**src/rtl/epoch_redirect_pkg.sv**
```systemverilog
package epoch_redirect_pkg;

    typedef enum logic [1:0] {
        REDIR_NONE = 2'd0,
        REDIR_DEC  = 2'd1,
        REDIR_EXE  = 2'd2
    } redir_src_e;

    // owner epochs plus the local copies held by fetch and decode
    typedef struct packed {
        logic dec_own;
        logic exe_own;
        logic fch_dec;
        logic fch_exe;
        logic dcd_exe;
    } epoch_set_t;

endpackage

```
**src/rtl/redirect_arbiter.sv**
```systemverilog
module redirect_arbiter
    import epoch_redirect_pkg::*;
(
    input  epoch_set_t st,
    input  logic       dec_valid,
    input  logic       dec_dtag,
    input  logic       dec_etag,
    input  logic       dec_mispredict,
    input  logic       exe_valid,
    input  logic       exe_etag,
    input  logic       exe_mispredict,
    output logic       dec_live,
    output logic       exe_live,
    output redir_src_e src
);

    logic exe_take;

    always_comb begin
        exe_live = exe_valid && (exe_etag == st.exe_own);
        exe_take = exe_live && exe_mispredict;
        // the decode slot is younger than execute: an execute redirect kills it
        dec_live = dec_valid && (dec_dtag == st.dec_own)
                   && (dec_etag == st.dcd_exe) && !exe_take;
        if (exe_take) begin
            src = REDIR_EXE;
        end else if (dec_live && dec_mispredict) begin
            src = REDIR_DEC;
        end else begin
            src = REDIR_NONE;
        end
    end

endmodule

```
**src/rtl/epoch_state.sv**
```systemverilog
module epoch_state
    import epoch_redirect_pkg::*;
(
    input  logic       clk,
    input  logic       rst_n,
    input  redir_src_e src,
    output epoch_set_t st_q,
    output epoch_set_t st_d
);

    always_comb begin
        st_d = st_q;
        case (src)
            REDIR_EXE: begin
                st_d.exe_own = ~st_q.exe_own;
                st_d.fch_exe = ~st_q.fch_exe;
                st_d.dcd_exe = ~st_q.dcd_exe;
            end
            REDIR_DEC: begin
                st_d.dec_own = ~st_q.dec_own;
                st_d.fch_dec = ~st_q.fch_dec;
            end
            default: ;
        endcase
    end

    always_ff @(posedge clk) begin
        if (!rst_n) begin
            st_q <= '0;
        end else begin
            st_q <= st_d;
        end
    end

endmodule

```
**src/rtl/fetch_pc_unit.sv**
```systemverilog
module fetch_pc_unit
    import epoch_redirect_pkg::*;
#(
    parameter int          PC_W        = 32,
    parameter logic [PC_W-1:0] RESET_PC = '0,
    parameter int          INSTR_BYTES = 4
) (
    input  logic            clk,
    input  logic            rst_n,
    input  logic            fetch_en,
    input  redir_src_e      src,
    input  logic [PC_W-1:0] dec_target,
    input  logic [PC_W-1:0] exe_target,
    output logic [PC_W-1:0] fetch_pc
);

    localparam logic [PC_W-1:0] STEP = PC_W'(INSTR_BYTES);

    typedef struct packed {
        logic [PC_W-1:0] pc;
    } pc_state_t;

    pc_state_t pc_d, pc_q;

    always_comb begin
        pc_d     = pc_q;
        fetch_pc = pc_q;
        case (src)
            REDIR_EXE: begin
                fetch_pc = exe_target;
                pc_d.pc  = fetch_en ? exe_target + STEP : exe_target;
            end
            REDIR_DEC: begin
                pc_d.pc = dec_target;
            end
            default: begin
                if (fetch_en) pc_d.pc = pc_q.pc + STEP;
            end
        endcase
    end

    always_ff @(posedge clk) begin
        if (!rst_n) begin
            pc_q.pc <= RESET_PC;
        end else begin
            pc_q <= pc_d;
        end
    end

endmodule

```
**src/rtl/epoch_redirect_ctrl.sv**
```systemverilog
module epoch_redirect_ctrl
    import epoch_redirect_pkg::*;
#(
    parameter int              PC_W        = 32,
    parameter logic [PC_W-1:0] RESET_PC    = 32'h0000_1000,
    parameter int              INSTR_BYTES = 4
) (
    input  logic            clk,
    input  logic            rst_n,
    input  logic            fetch_en,
    output logic [PC_W-1:0] fetch_pc,
    output logic            fetch_dec_tag,
    output logic            fetch_exe_tag,
    input  logic            dec_valid,
    input  logic            dec_dtag,
    input  logic            dec_etag,
    input  logic            dec_mispredict,
    input  logic [PC_W-1:0] dec_target,
    output logic            dec_live,
    output logic            dec_redirect_ok,
    input  logic            exe_valid,
    input  logic            exe_etag,
    input  logic            exe_mispredict,
    input  logic [PC_W-1:0] exe_target,
    output logic            exe_live,
    output logic            exe_redirect_ok
);

    redir_src_e src;
    epoch_set_t st_q, st_d;

    redirect_arbiter u_arb (
        .st             (st_q),
        .dec_valid      (dec_valid),
        .dec_dtag       (dec_dtag),
        .dec_etag       (dec_etag),
        .dec_mispredict (dec_mispredict),
        .exe_valid      (exe_valid),
        .exe_etag       (exe_etag),
        .exe_mispredict (exe_mispredict),
        .dec_live       (dec_live),
        .exe_live       (exe_live),
        .src            (src)
    );

    epoch_state u_epochs (
        .clk   (clk),
        .rst_n (rst_n),
        .src   (src),
        .st_q  (st_q),
        .st_d  (st_d)
    );

    fetch_pc_unit #(
        .PC_W        (PC_W),
        .RESET_PC    (RESET_PC),
        .INSTR_BYTES (INSTR_BYTES)
    ) u_pc (
        .clk        (clk),
        .rst_n      (rst_n),
        .fetch_en   (fetch_en),
        .src        (src),
        .dec_target (dec_target),
        .exe_target (exe_target),
        .fetch_pc   (fetch_pc)
    );

    always_comb begin
        dec_redirect_ok = (src == REDIR_DEC);
        exe_redirect_ok = (src == REDIR_EXE);
        fetch_dec_tag   = st_q.fch_dec;
        // execute epoch bypasses to fetch in the redirect cycle
        fetch_exe_tag   = exe_redirect_ok ? st_d.fch_exe : st_q.fch_exe;
    end

endmodule

```
**config.mk**
```make
export PLATFORM = sky130hd
export DESIGN_NAME = epoch_redirect_ctrl
export DESIGN_NICKNAME = d
export VERILOG_FILES = /design/src/rtl/epoch_redirect_pkg.sv /design/src/rtl/redirect_arbiter.sv /design/src/rtl/epoch_state.sv /design/src/rtl/fetch_pc_unit.sv /design/src/rtl/epoch_redirect_ctrl.sv
export SDC_FILE = /design/constraint.sdc
export NUM_CORES = 1
export LEC_CHECK = 0
export BUFFER_PORTS_ARGS = -buffer_cell sky130_fd_sc_hd__buf_2
export CORE_ASPECT_RATIO = 0.6
export CORE_MARGIN = 5
export CORE_UTILIZATION = 50
export CTS_BUF_LIST = sky130_fd_sc_hd__clkbuf_4
export DETAILED_ROUTE_END_ITERATION = 12
export PLACE_DENSITY = 0.83
export SETUP_SLACK_MARGIN = 0.05
export SLEW_MARGIN = 30
export SYNTH_ARGS = -nofsm -noshare
export SYNTH_HDL_FRONTEND = slang
export SYNTH_SLANG_ARGS = --single-unit
```
**constraint.sdc**
```tcl
create_clock -name clk -period 2.5 [get_ports clk]
set_clock_uncertainty 0.2 [all_clocks]
set_input_delay 0.375 -clock clk [delete_from_list [all_inputs] [get_ports clk]]
set_output_delay 0.375 -clock clk [all_outputs]
set_load 0.005 [all_outputs]
```
Word-level counts from Yosys, hierarchy flattened
Index checks and enable logic that the tools add are counted.

storage, ports and cells
  bits in registers = 37
  input port bits = 74
  output and inout port bits = 38
  logic and storage cells = 34

operators by class
  $add $sub $neg = 2
  eq/ne operators = 5
  multiplexer cells = 8
  bitwise logic cells = 5
  reduce and logical (&&, ||, !) cells = 8

operators with widths
  cell                                                  number
  2-to-1 mux 32 bit                                     3
  adder 32 x 3 -> 32 bit (second input constant)        2
  case mux 32 bit (2 select lines)                      1
  logical AND 1 bit                                     6
  inverter 1 bit                                        5
  2-to-1 mux 2 bit                                      2
  equality test 1 bit                                   3
  nonzero test 3 bit                                    1
  equality test 2 x 1 -> 1 bit (second input constant)  1
  equality test 2 bit (second input constant)           1
  2-to-1 mux 1 bit                                      2
  zero test 1 bit                                       1

Depth between registers and ports, before layout
  depth after elaboration = 11
  mapped depth = 9
  gate-level depth less buffers = 7

By module
From an unflattened synthesis, not the netlist that was laid out.

unflattened totals
  cell total of the unflattened synthesis = 477
  area, all modules = 3662.3 µm²

modules (own cells, without submodules)
  module               instances  cells an instance  area an instance (µm²)  seq. area each (µm²)
  fetch_pc_unit        1          434                3281.9                  640.6
  epoch_state          1          30                 274.0                   100.1
  redirect_arbiter     1          10                 68.8                    0.0
  epoch_redirect_ctrl  1          3                  37.5                    0.0

Least setup slack after synthesis
No wires, ideal clock.

  path type = input to output
  start point = input port exe_etag
  end point = output port fetch_pc[10]
  data arrival time = 1.645 ns
  required time = 1.925 ns
  setup slack = 0.280 ns
  cell stages on the path = 7
  path buffers = 3
  cells stage by stage = xnor2_1 nand3_1 clkbuf_1 clkbuf_1 clkbuf_1 nand2_1 nand2_1

on the way
  longest elaborated chain between the ends = 10

RTL lines
  item                   RTL line                   text
  start: declaration     epoch_redirect_ctrl.sv:22  input logic exe_etag,
  equality test 1 bit *  redirect_arbiter.sv:20     exe_live = exe_valid && (exe_etag == st.exe_own);
  logical AND 1 bit *    redirect_arbiter.sv:20
  logical AND 1 bit *    redirect_arbiter.sv:21     exe_take = exe_live && exe_mispredict;
  zero test 1 bit        redirect_arbiter.sv:24     && (dec_etag == st.dcd_exe) && !exe_take;
  logical AND 1 bit      redirect_arbiter.sv:24
  logical AND 1 bit      redirect_arbiter.sv:27     end else if (dec_live && dec_mispredict) begin
  2-to-1 mux 1 bit       redirect_arbiter.sv:27
  2-to-1 mux 2 bit *     redirect_arbiter.sv:25     if (exe_take) begin
  equality test 2 bit *  fetch_pc_unit.sv:28        case (src)
  2-to-1 mux 32 bit *    fetch_pc_unit.sv:28
  end: declaration       epoch_redirect_ctrl.sv:11  output logic [PC_W-1:0] fetch_pc,

Every way passes the cells marked *; elsewhere a longest branch is shown, timed or not.

Worst setup path in the final report
  start point = register u_pc.pc_q[15] (netlist bit)
  end point = register u_pc.pc_q[24] (netlist bit)

on the way
  longest elaborated chain between the ends = 3

RTL lines
  item                              RTL line             text
  start: declaration                fetch_pc_unit.sv:23  pc_state_t pc_d, pc_q;
  start signal: assignment          fetch_pc_unit.sv:46  pc_q <= pc_d;
  adder 32 x 3 -> 32 bit            fetch_pc_unit.sv:37  if (fetch_en) pc_d.pc = pc_q.pc + STEP;
  2-to-1 mux 32 bit                 fetch_pc_unit.sv:37
  case mux 32 bit (2 select lines)  fetch_pc_unit.sv:28

No other way between the ends. The select of a mux whose other input is x is not followed.
A chain may end at the register's enable or synchronous reset.

==> impl_metrics.json <==
{
  "cts_tree": "done",
  "hpwl_um": 10500,
  "clk_latency_ns": 0.37,
  "path_class": "reg -> reg",
  "grt_pass1_vias": 4247,
  "hp-class": "in -> reg",
  "cts_hold_buf": 0,
  "post_synth_num_cell_types": 63,
  "peakVddDrop_uv": 207,
  "layout_commonest_cell": "nand2_1",
  "grt_start_max_net_pins": 64,
  "rsz0062_at_grt": "true",
  "vias_per_cell": 6.55,
  "finalSetupViolCount": 0,
  "die_area_um2": 8800,
  "r2r_setup_slack_ns": 0.14,
  "clock-sinks": 37,
  "dp.cells": 704,
  "ant_nets": 0,
  "netlist_instances": 519,
  "gp_congestion": 1.08,
  "reg2reg_depth": 6,
  "vias": 4684,
  "seq_area_frac_synth_pct": 21.2,
  "cts.clk_slew.worst_paths_ns": 0.14,
  "power_w": 0.00171,
  "synth_flop_cell": "dfxtp_1",
  "hold_end": "u_pc.pc_q[0]$_SDFFE_PN0P_",
  "timing.rr.end": "u_pc.pc_q[24]$_SDFFE_PN0P_",
  "root_buffer": "clkbuf_4",
  "min-delay-start": "dec_target[0]",
  "synth_edf_count": 0,
  "fmax_ghz": 0.424,
  "critPathArrivalTime_ns": 2.47,
  "synth.net_count": 595,
  "overflow": 0,
  "slew_viol_final": 0,
  "run_status": "complete, no violations",
  "end_kind": "flop",
  "p_leak_nw": 2.02,
  "core_area_um2": 6730,
  "syn_area_um2": 3490,
  "fin_area_um2": 4350,
  "hold_depth": 3,
  "min_period_ns": 2.36,
  "dr.pass1.iters": 7,
  "htree_levels": 2,
  "worstMarginPinSlew_ns": 0.487,
  "drive_gt1_share_pct": 26.1,
  "crit_path_max_fanout": 6,
  "post_synth.cell_area_avg_um2": 6.72,
  "diodes": 0,
  "die_w_um": 118,
  "cp-startpoint": "u_pc.pc_q[15]$_SDFFE_PN0P_",
  "start_util_pct": 51.8,
  "rows": 23,
  "grtUsageTotal_pct": 31.2,
  "io_pins": 112,
  "wirelength_um": 14100,
  "cp.required_ns": 2.61,
  "utilization_pct": 64.6,
  "power.density_nw_per_um2": 392,
  "finalNonFillerCells": 715,
  "r2r-start": "u_pc.pc_q[15]$_SDFFE_PN0P_",
  "drcViolationCount": 0,
  "worstSetupStartpointType": "flop",
  "port_buffers": 111,
  "dieHeight_um": 74.7,
  "grt_pass1_wl_um": 21900,
  "fin_tns_setup_ns": 0,
  "cts_buffers": 5,
  "clk_path_buf_depth": 2,
  "final-hold-violation-count": 0,
  "slew_headroom_pct": 67.5,
  "placed_area_um2": 4210,
  "drv_cap": 0,
  "antenna_found_initial": 0,
  "wire_per_inst_um": 19.7,
  "finalCritPeriodShare_pct": 94.4,
  "first_iter_violations": 773,
  "async_flop_share_pct": 0,
  "ys_warn_count": 0,
  "nNetsFinal": 703,
  "synthToLayoutAreaGrowth_pct": 24.7,
  "ys_ff_latch": 37,
  "mostFrequentLayoutCells": "nand2_1, buf_2, o21ai_0"
}
[worst max path at each step]
stage	slack (ns)	to
2_1_floorplan	0.28	fetch_pc[10]
3_5_place_dp	0.24	u_pc.pc_q[31]$_SDFFE_PN0P_
5_1_grt	0.05	fetch_pc[23]
4_1_cts	0.05	fetch_pc[25]
6_report	0.14	u_pc.pc_q[24]$_SDFFE_PN0P_
3_3_place_gp	0.26	u_pc.pc_q[14]$_SDFFE_PN0P_
[routing by layer]
| layer | vias to the layer above | routed length (um) | track usage (%) |
|---|---|---|---|
| met5 | - | 0 | 0 |
| met4 | 0 | 408 | 7.38 |
| met3 | 62 | 2790 | 13.6 |
| met2 | 431 | 5300 | 44.2 |
| met1 | 2078 | 5570 | 43.6 |
| li1 | 2113 | - | - |
[power breakdown]
group          leakage (nW)  switching, W  internal (W)  total, W
Clock                0.0389      0.000235      0.000207  0.000442
Sequential            0.302     0.0000662      0.000632  0.000699
Combinational          1.68      0.000324      0.000241  0.000565
Total                  2.02      0.000626       0.00108   0.00171
[layout make-up]
cell class	count	area [um^2]
Fill cell	618	2380
Inverter	12	47.5
Tap cell	87	109
Clock buffer	5	37.5
Multi-Input combinational cell	433	2570
Timing Repair Buffer	138	808
Clock inverter	3	41.3
Sequential cell	37	741
[metrics by stage]
stage	hold WS (ns)	worst slack (ns)
after floorplan	0.259	0.280
after global placement	0.270	0.264
after detailed placement	0.279	0.238
after CTS	0.0618	0.0518
after global routing	0.0669	0.0481
final	0.0567	0.139
[registers in the layout, summed over array words and instances (netlist names)]
register and cells:
u_epochs.st_q 5, u_pc.pc_q 32
[Yosys cell counts, types with 2 or more instances]
| master | n | share of area (%) |
|---|---|---|
| nand2_1 | 120 | 13 |
| o21ai_0 | 39 | 5.6 |
| dfxtp_1 | 37 | 21 |
| nor2_1 | 34 | 3.7 |
| nand3_1 | 33 | 4.7 |
| clkbuf_1 | 24 | 2.6 |
| xnor2_1 | 18 | 4.5 |
| a21oi_1 | 16 | 2.3 |
| a31oi_1 | 16 | 2.9 |
| and3_1 | 15 | 2.7 |
| nor3_1 | 14 | 2.0 |
| nand4_1 | 13 | 2.3 |
| inv_1 | 12 | 1.3 |
| xor2_1 | 12 | 3.0 |
| buf_2 | 9 | 1.3 |
| and2_1 | 6 | 1.1 |
| o211ai_1 | 6 | 1.3 |
| a21o_1 | 5 | 1.1 |
| a311oi_1 | 5 | 1.3 |
| and4_1 | 5 | 1.3 |
| nor4_1 | 5 | 0.90 |
| o211a_1 | 5 | 1.4 |
| o221a_2 | 4 | 1.3 |
| o22ai_1 | 4 | 0.72 |
| a211o_1 | 3 | 0.75 |
| a41o_1 | 3 | 0.86 |
| a41oi_1 | 3 | 0.75 |
| mux2i_1 | 3 | 0.86 |
| o221ai_1 | 3 | 0.75 |
| a211oi_1 | 2 | 0.43 |
| a221oi_1 | 2 | 0.50 |
| a222oi_1 | 2 | 0.57 |
| buf_1 | 2 | 0.22 |
| ha_1 | 2 | 0.72 |
| nand4_4 | 2 | 1.2 |
| nand4b_1 | 2 | 0.50 |
| nor2b_1 | 2 | 0.36 |
| nor4_4 | 2 | 1.2 |
| o311ai_0 | 2 | 0.50 |
| o31ai_1 | 2 | 0.43 |
| or2_2 | 2 | 0.36 |
| or3_1 | 2 | 0.36 |
[worst max-delay path, stage by stage, from the launching register on]
cell and delay [ns]:
dfxtp_1 0.51, and3_1 0.28, nand4_1 0.26, nor2b_1 0.29, nand2_1 0.13, or4_1 0.48
a31oi_1 0.16
[logic make-up (layout without fill, tap and decap cells)]
group / Yosys count / after routing / synth area share [%]
AOI/OAI and AO/OA: 133 / 133 / 26.1
and+or+nand+nor: 264 / 264 / 37.3
xor gates and xnor gates: 30 / 30 / 7.53
buffers and inverters: 49 / 158 / 5.92
adders and majority gates: 2 / 2 / 0.717
DFF: 37 / 37 / 21.2
muxes: 4 / 4 / 1.18
[repair_timing]
item | 4_1_cts | 5_1_grt
pin swaps | 0 | 3
hold endpoints to repair | 0 | 0
buffers inserted | 0 | 2
gates cloned | 1 | 0
gates resized for setup | 1 | 3
endpoints found under the setup margin | 3 | 26
(Power assumes the default switching activity.)
